==> src/rtl/radix_walk_pkg.sv <==
// Shared types and helpers for the radix tree walker.
// Assumes 64-bit entries with fixed field positions.
package radix_walk_pkg;

    localparam int WORD_W = 64;

    typedef enum logic [1:0] {
        CAUSE_NONE     = 2'd0,
        CAUSE_NO_ENTRY = 2'd1,
        CAUSE_BAD_CFG  = 2'd2,
        CAUSE_MISALIGN = 2'd3
    } walk_cause_e;

    typedef enum logic [1:0] {
        ST_IDLE,
        ST_CHECK,
        ST_WAIT,
        ST_EVAL
    } walk_state_e;

    // Root size: 31 plus a value split over word bits 62:61 and 7:5
    function automatic logic [5:0] root_size(input logic [WORD_W-1:0] w);
        return 6'd31 + {1'b0, w[62:61], w[7:5]};
    endfunction

    // Table base held in bits 59:8 of a root or directory word
    function automatic logic [WORD_W-1:0] table_base(input logic [WORD_W-1:0] w);
        return {4'b0, w[59:8], 8'b0};
    endfunction

endpackage

==> src/rtl/rw_step_calc.sv <==
// Per-level step logic (combinational). It checks base alignment and
// size legality for the current level, and computes the entry address
// and the remaining size. Assumes size >= nls whenever legal is set.
module rw_step_calc #(
    parameter int LVL_W       = 3,
    parameter int LEVEL_LIMIT = 4,
    parameter int ROOT_SIZE   = 52,
    parameter int ROOT_NLS    = 13,
    parameter int WIDE_NLS    = 9,
    parameter int NARROW_NLS  = 5
) (
    input  logic [63:0]      va,
    input  logic [63:0]      base,
    input  logic [4:0]       nls,
    input  logic [5:0]       size,
    input  logic [LVL_W-1:0] level,
    output logic             misaligned,
    output logic             bad_cfg,
    output logic [63:0]      entry_addr,
    output logic [5:0]       size_next
);
    logic [5:0]  align_sh;
    logic [63:0] align_mask;
    logic [63:0] idx;
    logic        legal;

    // Alignment: base must be a multiple of the table byte size
    always_comb begin
        align_sh   = {1'b0, nls} + 6'd3;
        align_mask = (64'd1 << align_sh) - 64'd1;
        misaligned = |(base & align_mask);
    end

    // Legality of the (level, size, nls) combination
    always_comb begin
        if (level == LVL_W'(0))
            legal = (size == 6'(ROOT_SIZE)) && (nls == 5'(ROOT_NLS));
        else if (level == LVL_W'(1) || level == LVL_W'(3))
            legal = (nls == 5'(WIDE_NLS));
        else if (level == LVL_W'(2))
            legal = (nls == 5'(WIDE_NLS)) || (nls == 5'(NARROW_NLS));
        else
            legal = 1'b0;
        if (int'(level) >= LEVEL_LIMIT)
            legal = 1'b0;
        bad_cfg = !legal;
    end

    // Index extraction and entry address
    always_comb begin
        size_next  = size - {1'b0, nls};
        idx        = (va >> size_next) & ((64'd1 << nls) - 64'd1);
        entry_addr = base + (idx << 3);
    end

endmodule

==> src/rtl/rw_leaf_merge.sv <==
// Forms the real address from a leaf page number and the input address:
// bits below psize come from the address, the rest from the page number.
module rw_leaf_merge (
    input  logic [63:0] va,
    input  logic [44:0] rpn,
    input  logic [5:0]  psize,
    output logic [63:0] raddr
);
    logic [63:0] rpn_word;

    // Page number placed at byte position 12
    assign rpn_word = {7'b0, rpn, 12'b0};

    for (genvar i = 0; i < 64; i++) begin : g_bit
        // Per bit: offset bit from address, else page number bit
        assign raddr[i] = (psize > 6'(i)) ? va[i] : rpn_word[i];
    end

endmodule

==> src/rtl/radix_walker.sv <==
// Sequential radix tree walker. It takes one request at a time while
// idle, reads one entry per level, and pulses done or fault for one
// cycle before returning to idle. Memory must hold the response until
// it is taken, and must answer only while mem_req_valid is high.
module radix_walker
    import radix_walk_pkg::*;
#(
    parameter int LEVEL_LIMIT = 4,
    parameter int ROOT_SIZE   = 52,
    parameter int ROOT_NLS    = 13,
    parameter int WIDE_NLS    = 9,
    parameter int NARROW_NLS  = 5
) (
    input  logic        clk,
    input  logic        rst_n,
    input  logic        req_valid,
    input  logic [63:0] req_va,
    input  logic [63:0] req_root,
    output logic        mem_req_valid,
    output logic [63:0] mem_req_addr,
    input  logic        mem_rsp_valid,
    input  logic [63:0] mem_rsp_data,
    output logic        done,
    output logic        fault,
    output logic [1:0]  out_cause,
    output logic [63:0] out_raddr,
    output logic [5:0]  out_psize,
    output logic [63:0] out_pte
);
    localparam int LVL_W = $clog2(LEVEL_LIMIT + 1);

    walk_state_e      state;
    walk_cause_e      cause_q;
    logic [LVL_W-1:0] level;
    logic [63:0]      cur_va;
    logic [63:0]      cur_base;
    logic [4:0]       cur_nls;
    logic [5:0]       cur_size;
    logic [63:0]      fetch_addr;
    logic [63:0]      entry_q;

    logic             step_misaligned;
    logic             step_bad_cfg;
    logic [63:0]      step_addr;
    logic [5:0]       step_size;
    logic [63:0]      leaf_raddr;
    logic             unused_root_bits;

    assign unused_root_bits = ^{req_root[63], req_root[60]};

    rw_step_calc #(
        .LVL_W      (LVL_W),
        .LEVEL_LIMIT(LEVEL_LIMIT),
        .ROOT_SIZE  (ROOT_SIZE),
        .ROOT_NLS   (ROOT_NLS),
        .WIDE_NLS   (WIDE_NLS),
        .NARROW_NLS (NARROW_NLS)
    ) u_step (
        .va        (cur_va),
        .base      (cur_base),
        .nls       (cur_nls),
        .size      (cur_size),
        .level     (level),
        .misaligned(step_misaligned),
        .bad_cfg   (step_bad_cfg),
        .entry_addr(step_addr),
        .size_next (step_size)
    );

    rw_leaf_merge u_leaf (
        .va   (cur_va),
        .rpn  (entry_q[56:12]),
        .psize(cur_size),
        .raddr(leaf_raddr)
    );

    // Memory port: request held for the whole wait state
    assign mem_req_valid = (state == ST_WAIT);
    assign mem_req_addr  = fetch_addr;
    assign out_cause     = cause_q;

    // Walk state machine and result registers
    always_ff @(posedge clk) begin
        if (!rst_n) begin
            state      <= ST_IDLE;
            cause_q    <= CAUSE_NONE;
            level      <= '0;
            cur_va     <= '0;
            cur_base   <= '0;
            cur_nls    <= '0;
            cur_size   <= '0;
            fetch_addr <= '0;
            entry_q    <= '0;
            done       <= 1'b0;
            fault      <= 1'b0;
            out_raddr  <= '0;
            out_psize  <= '0;
            out_pte    <= '0;
        end else begin
            done  <= 1'b0;
            fault <= 1'b0;
            case (state)
                ST_IDLE: begin
                    if (req_valid) begin
                        cur_va   <= req_va;
                        cur_base <= table_base(req_root);
                        cur_nls  <= req_root[4:0];
                        cur_size <= root_size(req_root);
                        level    <= '0;
                        state    <= ST_CHECK;
                    end
                end
                ST_CHECK: begin
                    if (step_misaligned) begin
                        fault   <= 1'b1;
                        cause_q <= CAUSE_MISALIGN;
                        state   <= ST_IDLE;
                    end else if (step_bad_cfg) begin
                        fault   <= 1'b1;
                        cause_q <= CAUSE_BAD_CFG;
                        state   <= ST_IDLE;
                    end else begin
                        fetch_addr <= step_addr;
                        cur_size   <= step_size;
                        state      <= ST_WAIT;
                    end
                end
                ST_WAIT: begin
                    if (mem_rsp_valid) begin
                        entry_q <= mem_rsp_data;
                        state   <= ST_EVAL;
                    end
                end
                ST_EVAL: begin
                    if (!entry_q[63]) begin
                        fault   <= 1'b1;
                        cause_q <= CAUSE_NO_ENTRY;
                        state   <= ST_IDLE;
                    end else if (entry_q[62]) begin
                        done      <= 1'b1;
                        cause_q   <= CAUSE_NONE;
                        out_raddr <= leaf_raddr;
                        out_psize <= cur_size;
                        out_pte   <= entry_q;
                        state     <= ST_IDLE;
                    end else begin
                        cur_base <= table_base(entry_q);
                        cur_nls  <= entry_q[4:0];
                        level    <= level + LVL_W'(1);
                        state    <= ST_CHECK;
                    end
                end
                default: state <= ST_IDLE;
            endcase
        end
    end

endmodule

==> config.mk <==
export PLATFORM = sky130hd
export DESIGN_NAME = radix_walker
export DESIGN_NICKNAME = d
export VERILOG_FILES = /design/src/rtl/radix_walk_pkg.sv /design/src/rtl/rw_step_calc.sv /design/src/rtl/rw_leaf_merge.sv /design/src/rtl/radix_walker.sv
export SDC_FILE = /design/constraint.sdc
export NUM_CORES = 1
export LEC_CHECK = 0
export BUFFER_PORTS_ARGS = -buffer_cell sky130_fd_sc_hd__buf_2
export CORE_ASPECT_RATIO = 0.7
export CORE_UTILIZATION = 50
export DETAILED_ROUTE_END_ITERATION = 10
export HOLD_SLACK_MARGIN = 0.03
export PLACE_DENSITY = 0.73
export SETUP_SLACK_MARGIN = 0.05
export SLEW_MARGIN = 20
export SYNTH_ARGS = -nofsm -noshare
export SYNTH_HDL_FRONTEND = slang
export SYNTH_SLANG_ARGS = --single-unit
==> constraint.sdc <==
create_clock -name clk -period 12.9 [get_ports clk]
set_clock_uncertainty 0.2 [all_clocks]
set_input_delay 1.29 -clock clk [delete_from_list [all_inputs] [get_ports clk]]
set_output_delay 1.29 -clock clk [all_outputs]
set_load 0.01 [all_outputs]
# Word level (Yosys, flattened, before mapping)

Cells that the tools add are included.

Flip-flop bits (word level): 409
Word-level logic and storage cells: 229
Input bits: 196
Output and inout port bits: 203

Reductions and logical operators: 18
$add $sub $neg: 7
Muxes and demuxes: 101
Order comparisons: 65
Eq/ne operators: 18
Shifts and indexed selects: 3
Bitwise operators: 3

Operator list:

| operator                                            | number |
|---|---|
| > comparator 6 bit, second input constant           | 32 |
| 2-to-1 mux 64 bit                                   | 3 |
| case mux 64 bit (2 select lines)                    | 1 |
| > comparator 6 x 5 -> 1 bit, second input constant  | 16 |
| 2-to-1 mux 1 bit                                    | 74 |
| adder 64 bit                                        | 1 |
| AND 64 bit                                          | 1 |
| OR reduction 64 bit                                 | 1 |
| << shifter 1 x 6 -> 64 bit, first input constant    | 1 |
| >> shifter 64 x 6 -> 61 bit                         | 1 |
| subtractor 64 x 1 -> 64 bit, second input constant  | 1 |
| AND 61 bit                                          | 1 |
| << shifter 1 x 5 -> 61 bit, first input constant    | 1 |
| subtractor 61 x 1 -> 61 bit, second input constant  | 1 |
| > comparator 6 x 4 -> 1 bit, second input constant  | 8 |
| > comparator 6 x 3 -> 1 bit, second input constant  | 4 |
| 2-to-1 mux 6 bit                                    | 3 |
| 2-to-1 mux 2 bit                                    | 8 |
| 2-to-1 mux 5 bit                                    | 3 |
| > comparator 6 x 1 -> 1 bit, second input constant  | 2 |
| > comparator 6 x 2 -> 1 bit, second input constant  | 2 |
| case mux 6 bit (2 select lines)                     | 1 |
| AND reduction 3 bit                                 | 4 |
| equality test 5 x 4 -> 1 bit, second input constant | 2 |
| other kinds (28)                                    | 43 |

# Depth between registers and ports, before layout

Depth after elaboration: 9
Gate-level depth with buffers: 28
Depth with buffers taken out: 24

# By module

Synthesis repeated with hierarchy kept, for this count alone.

Cells, all modules: 3,260
Area total of the unflattened synthesis: 24,364.6 µm²

Modules (own cells, without submodules):

| module        | instances | cells an instance | area an instance (µm²) | sequential area each (µm²) |
|---|---|---|---|---|
| radix_walker  | 1         | 1,835             | 14,726.6               | 7,947.6 |
| rw_step_calc  | 1         | 1,273             | 8,515.7                | 0.0 |
| rw_leaf_merge | 1         | 152               | 1,122.3                | 0.0 |

# Worst setup path after synthesis

Ideal clock, no wire load.

Kind: register to register
Start point: register cur_nls[1]
End point: register fetch_addr[56] (netlist: mem_req_addr[56])
Path slack: 6.617 ns
Required time: 12.594 ns
Cell stages (with the launch flop): 25
Data arrival time: 5.977 ns
Setup time: 0.106 ns
Period minus slack after synthesis: 6.283 ns
Buffers on the path: 5
Cells stage by stage: dfxtp_1 clkbuf_1 inv_1 fa_1 clkbuf_1 buf_2 clkbuf_1 clkbuf_1 a31oi_1 mux2i_1 a21oi_1 a21o_1 a221oi_1 ha_1 inv_1 fa_1 nor2b_1 o211ai_1 a31o_2 o221a_2 o211a_1 or2_2 a21oi_2 a21oi_1 o311ai_0

Longest elaborated chain between the ends: 7
Elaborated cells between the ends (all ways): 22
Classes of those cells: add/sub: 5; eq/ne: 3; shift: 3; mux: 4; bitwise: 3; reduce/logical: 4

RTL lines:

| element                                                             | line                                   | text |
|---|---|---|
| start, declared                                                     | radix_walker.sv:37                     | `logic [4:0] cur_nls;` |
| start signal, assigned                                              | radix_walker.sv:107                    | `cur_nls <= req_root[4:0];` |
| start signal, assigned                                              | radix_walker.sv:148                    | `cur_nls <= entry_q[4:0];` |
| adder 5 x 2 -> 6 bit (tied with other cells)                        | rw_step_calc.sv:29                     | `align_sh = {1'b0, nls} + 6'd3;` |
| << shifter 1 x 6 -> 64 bit or logical OR 1 bit (tied branches)      | rw_step_calc.sv:30, rw_step_calc.sv:41 |  |
| subtractor 64 x 1 -> 64 bit or 2-to-1 mux 1 bit (tied branches)     | rw_step_calc.sv:30, rw_step_calc.sv:40 |  |
| AND 64 bit or 2-to-1 mux 1 bit (tied branches)                      | rw_step_calc.sv:31, rw_step_calc.sv:38 |  |
| OR reduction 64 bit or 2-to-1 mux 1 bit (tied branches)             | rw_step_calc.sv:31, rw_step_calc.sv:36 |  |
| inverter 1 bit (no source line) or 2-to-1 mux 1 bit (tied branches) | -                                      |  |
| AND reduction 3 bit (no source line)                                | -                                      |  |
| end signal, assigned                                                | radix_walker.sv:123                    | `fetch_addr <= step_addr;` |
| end, declared                                                       | radix_walker.sv:39                     | `logic [63:0] fetch_addr;` |

Several ways; a longest one is shown, not always the timed one.
A chain may end at the register's enable or synchronous reset.

# Worst setup path in the final report

Start point: register cur_size[2]
End point: register fetch_addr[44] (netlist: mem_req_addr[44])

Longest elaborated chain between the ends: 5
Elaborated cells between the ends (all ways): 9
Classes of those cells: add/sub: 2; eq/ne: 1; shift: 1; mux: 2; bitwise: 1; reduce/logical: 2

RTL lines:

| element                                              | line                | text |
|---|---|---|
| start, declared                                      | radix_walker.sv:38  | `logic [5:0] cur_size;` |
| start signal, assigned                               | radix_walker.sv:108 | `cur_size <= root_size(req_root);` |
| start signal, assigned                               | radix_walker.sv:124 | `cur_size <= step_size;` |
| branches (longest 5 deep; another with adder 64 bit) | -                   |  |

Several ways; the timed one is not identified.

==> impl_metrics.tcl <==
set metrics [dict create \
    status "finished, final reports clean" \
    cts_resized 0 \
    critical_path_buf_inv_count 2 \
    dp.cells 3830 \
    ant_nets 0 \
    hold_buffers 0 \
    worstSkewPairLatency_ps 580 \
    combPwrFrac_pct 31.0 \
    antenna_found_initial 9 \
    max_stage_delay_ps 1000 \
    wl_per_cell_um 24.1 \
    clk_pin_slew_ps 70 \
    post_cts_buffers 0 \
    slowest_stage "dfxtp_1" \
    final_cells 3902 \
    portBuffers 393 \
    hold_path_class "reg -> reg" \
    synth.distinct_cells 75 \
    die_x_um 256 \
    finalWorstSetupSlack_ps 5660 \
    drtIter0Drc 3274 \
    dp_slack_ps 5970 \
    switching_power_uw 1290 \
    p_int_uw 2210 \
    grtUsageMet3_pct 9.76 \
    tightestPinTransition_ps 1120 \
    grt_pass1_vias 22100 \
    first_pass_iters 6 \
    cts_tree "yes" \
    slew_headroom_pct 25.7 \
    ys.flop_type "dfxtp_1" \
    io_pins 399 \
    p_seq_share_pct 37.4 \
    viasPerCell 6.22 \
    crit_required_ps 13190 \
    cts.htree.levels 2 \
    ir_drop_mv 0.124 \
    register_area_um2 7890 \
    yosysMostFrequentCell "nand2_1" \
    synth_edf_count 0 \
    synth_cells 3048 \
    startpoint_type "register" \
    ys_warn_count 0 \
    fin_setup_tns_ps 0 \
    drc_errors 0 \
    multi_input_area_um2 13700 \
    period_share_pct 56.2 \
    ys_seq_elements 394 \
    maxSlewViolCount 0 \
    core_um2 44100 \
    async_flop_share_pct 0 \
    grt_first_pass_wirelength_um 138000 \
    grt_start_max_net_pins 222 \
    die_y_um 180 \
    critical_path_arrival_ps 7530 \
    num_vias 24300 \
    grt_use_met1_pct 57.2 \
    synthTopCellsByCount "778 x nand2_1, 394 x dfxtp_1, 375 x a21oi_1" \
    grt_overflow 0 \
    rsz0062_at_grt "no" \
    cap_violations 0 \
    dieArea_um2 46100 \
    crit_chain "ha_1, o21a_1, o21ai_0, a211o_1, buf_4, mux2i_1, a21oi_1, a21o_1, a221oi_1, ha_1, inv_1, fa_1, nor2b_1, o211ai_1, a31o_2, o31a_1, o311a_1, o41ai_1, a211oi_1, xor2_1, o21ai_0" \
    yosys.area.top_type "dfxtp_1" \
    grtUsageMet2_pct 55.2 \
    grt_util_all_layers_pct 39.1 \
    numCtsBuffers 38 \
    power.density_nw_per_um2 135 \
    cp_max_fo 35 \
    placed_cell_area_um2 24800 \
    sw_frac_of_total_pct 36.8 \
    cts.sinks 394 \
    yosysTopAreaCellShare_pct 34.9 \
    end_kind "register" \
    avgSynthCellArea_um2 7.41 \
    fmax_mhz 138 \
    busiest_layer "met1" \
    initial_core_util_pct 51.2 \
    place_congestion 1.04 \
    fin_crit_ps 7240 \
    path_delay_family "compound AO/OA/AOI/OAI gates" \
    critPathKind "reg -> reg" \
    drive_above_1_share_pct 17.1 \
    fillers 4082 \
    areaGrowthSynthToFinish_pct 15.0 \
    rows 64 \
    syn-cell-area_um2 22600 \
    clock_path_buffers 3 \
    yosys-top-cells-area "dfxtp_1 35%, nand2_1 13%, a21oi_1 8.3%, mux2i_1 5.1%, nor2_1 3.7%" \
    fin_nets 3538 \
    yosysSeqAreaShare_pct 34.9 \
    dp.final_hpwl_um 71000 \
    p_leak_uw 0.0108 \
    hold_viol_final 0 \
    cts_root_buffer "clkbuf_16" \
    drt-total-wl_um 94000 \
    clkPwrFrac_pct 31.6 \
    design_area_um2 26000 \
    setup_viol 0 \
]
path summary, 6_finish.rpt:
| check | end | startpoint | slack (ps) | depth (start not counted) |
|---|---|---|---|---|
| worst min-delay path | mem_req_addr[3] | mem_req_addr[3] | 250 | 2 |
| worst min register to register | mem_req_addr[3] | mem_req_addr[3] | 250 | 2 |
| worst max register to register | mem_req_addr[44] | cur_size[2] | 5660 | 21 |
| worst max-delay path | mem_req_addr[44] | cur_size[2] | 5660 | 21 |
flip-flops by register name, indices dropped and copies added (netlist names), named ones only:
name and cells:
cur_va 64, entry_q 64, out_raddr 64, out_pte 63
mem_req_addr 61, cur_base 52, cur_size 6, out_psize 6
cur_nls 5, level 3, out_cause 2, done 1
fault 1, state 1
power groups by stage:
| stage | Sequential, µW | Clock (µW) | Combinational [µW] |
|---|---|---|---|
| after floorplan | 1290 | 0 | 767 |
| after global placement | 1330 | 0 | 1040 |
| after detailed placement | 1330 | 0 | 1050 |
| after CTS | 1300 | 1120 | 1060 |
| after global routing | 1310 | 1160 | 1170 |
| final | 1310 | 1110 | 1090 |
layout by cell type, fill, tap and decap left out, types with 7 or more instances in the layout:
cell         n
o31ai_1     10
a31oi_1     27
buf_4       35
o21ai_0    129
o21bai_1     7
nor2_1     221
xnor2_1     22
and3_1      18
mux2i_1    116
o211a_1      7
a211oi_1    67
and2_1      12
nor3_1      39
buf_2      393
o211ai_1    32
mux4_2      23
dfxtp_1    394
a221oi_1    10
a21o_1      22
clkbuf_8     7
or3_1       11
ha_1        63
nand4_1     25
xor2_1      16
inv_1       40
conb_1      16
mux2_2      15
o21a_1      16
a311oi_1    72
or2_2       13
nand2_1    776
nand3_1     63
clkbuf_16   38
a21oi_1    375
nor3b_1      7
o311ai_0    10
nor2b_1     20
clkbuf_1    11
nand2b_1     7
layout make-up:
| cell class | instances | share of cell area (%) |
|---|---|---|
| flip-flops and latches | 394 | 30.3 |
| multi-input cells | 2369 | 52.8 |
| clock inverters | 10 | 0.395 |
| well taps | 594 | 2.86 |
| repair buffers | 429 | 8.65 |
| clock buffers | 56 | 4.19 |
| diodes | 6 | 0.0578 |
| inverters | 44 | 0.664 |
worst min-delay path, delay by kind of cell, from the launching register on:
family | cells | cell delay, ps
flip-flops | 1 | 300
AND/OR/NAND/NOR | 1 | 50
AO/OA/AOI/OAI | 1 | 50
kinds of logic (layout without fill, tap and decap cells):
family | count (synthesis) | in the layout | share of synthesized area, %
xor gates and xnor gates | 44 | 44 | 1.71
muxes | 154 | 154 | 8.18
buffers and inverters | 300 | 539 | 5.15
adders and majority gates | 67 | 67 | 3.77
other | 1 | 22 | 0.0166
AOI/OAI and AO/OA | 843 | 843 | 23.2
DFF | 394 | 394 | 34.9
and+or+nand+nor | 1245 | 1245 | 23.0
metrics by stage:
stage,hold WS [ps],util [%],power [µW]
floorplan,232,-,2060
global placement,235,56.2,2370
detailed placement,243,56.2,2380
CTS,251,58.9,3470
global route,266,58.9,3640
finish,248,58.9,3500
per-layer routing:
layer,share of wire [%],wire (µm)
met5,0.020,19
met1,44,41100
met2,41,38400
met3,12,11200
met4,3.5,3260
Power figures use the tool's default switching activity.
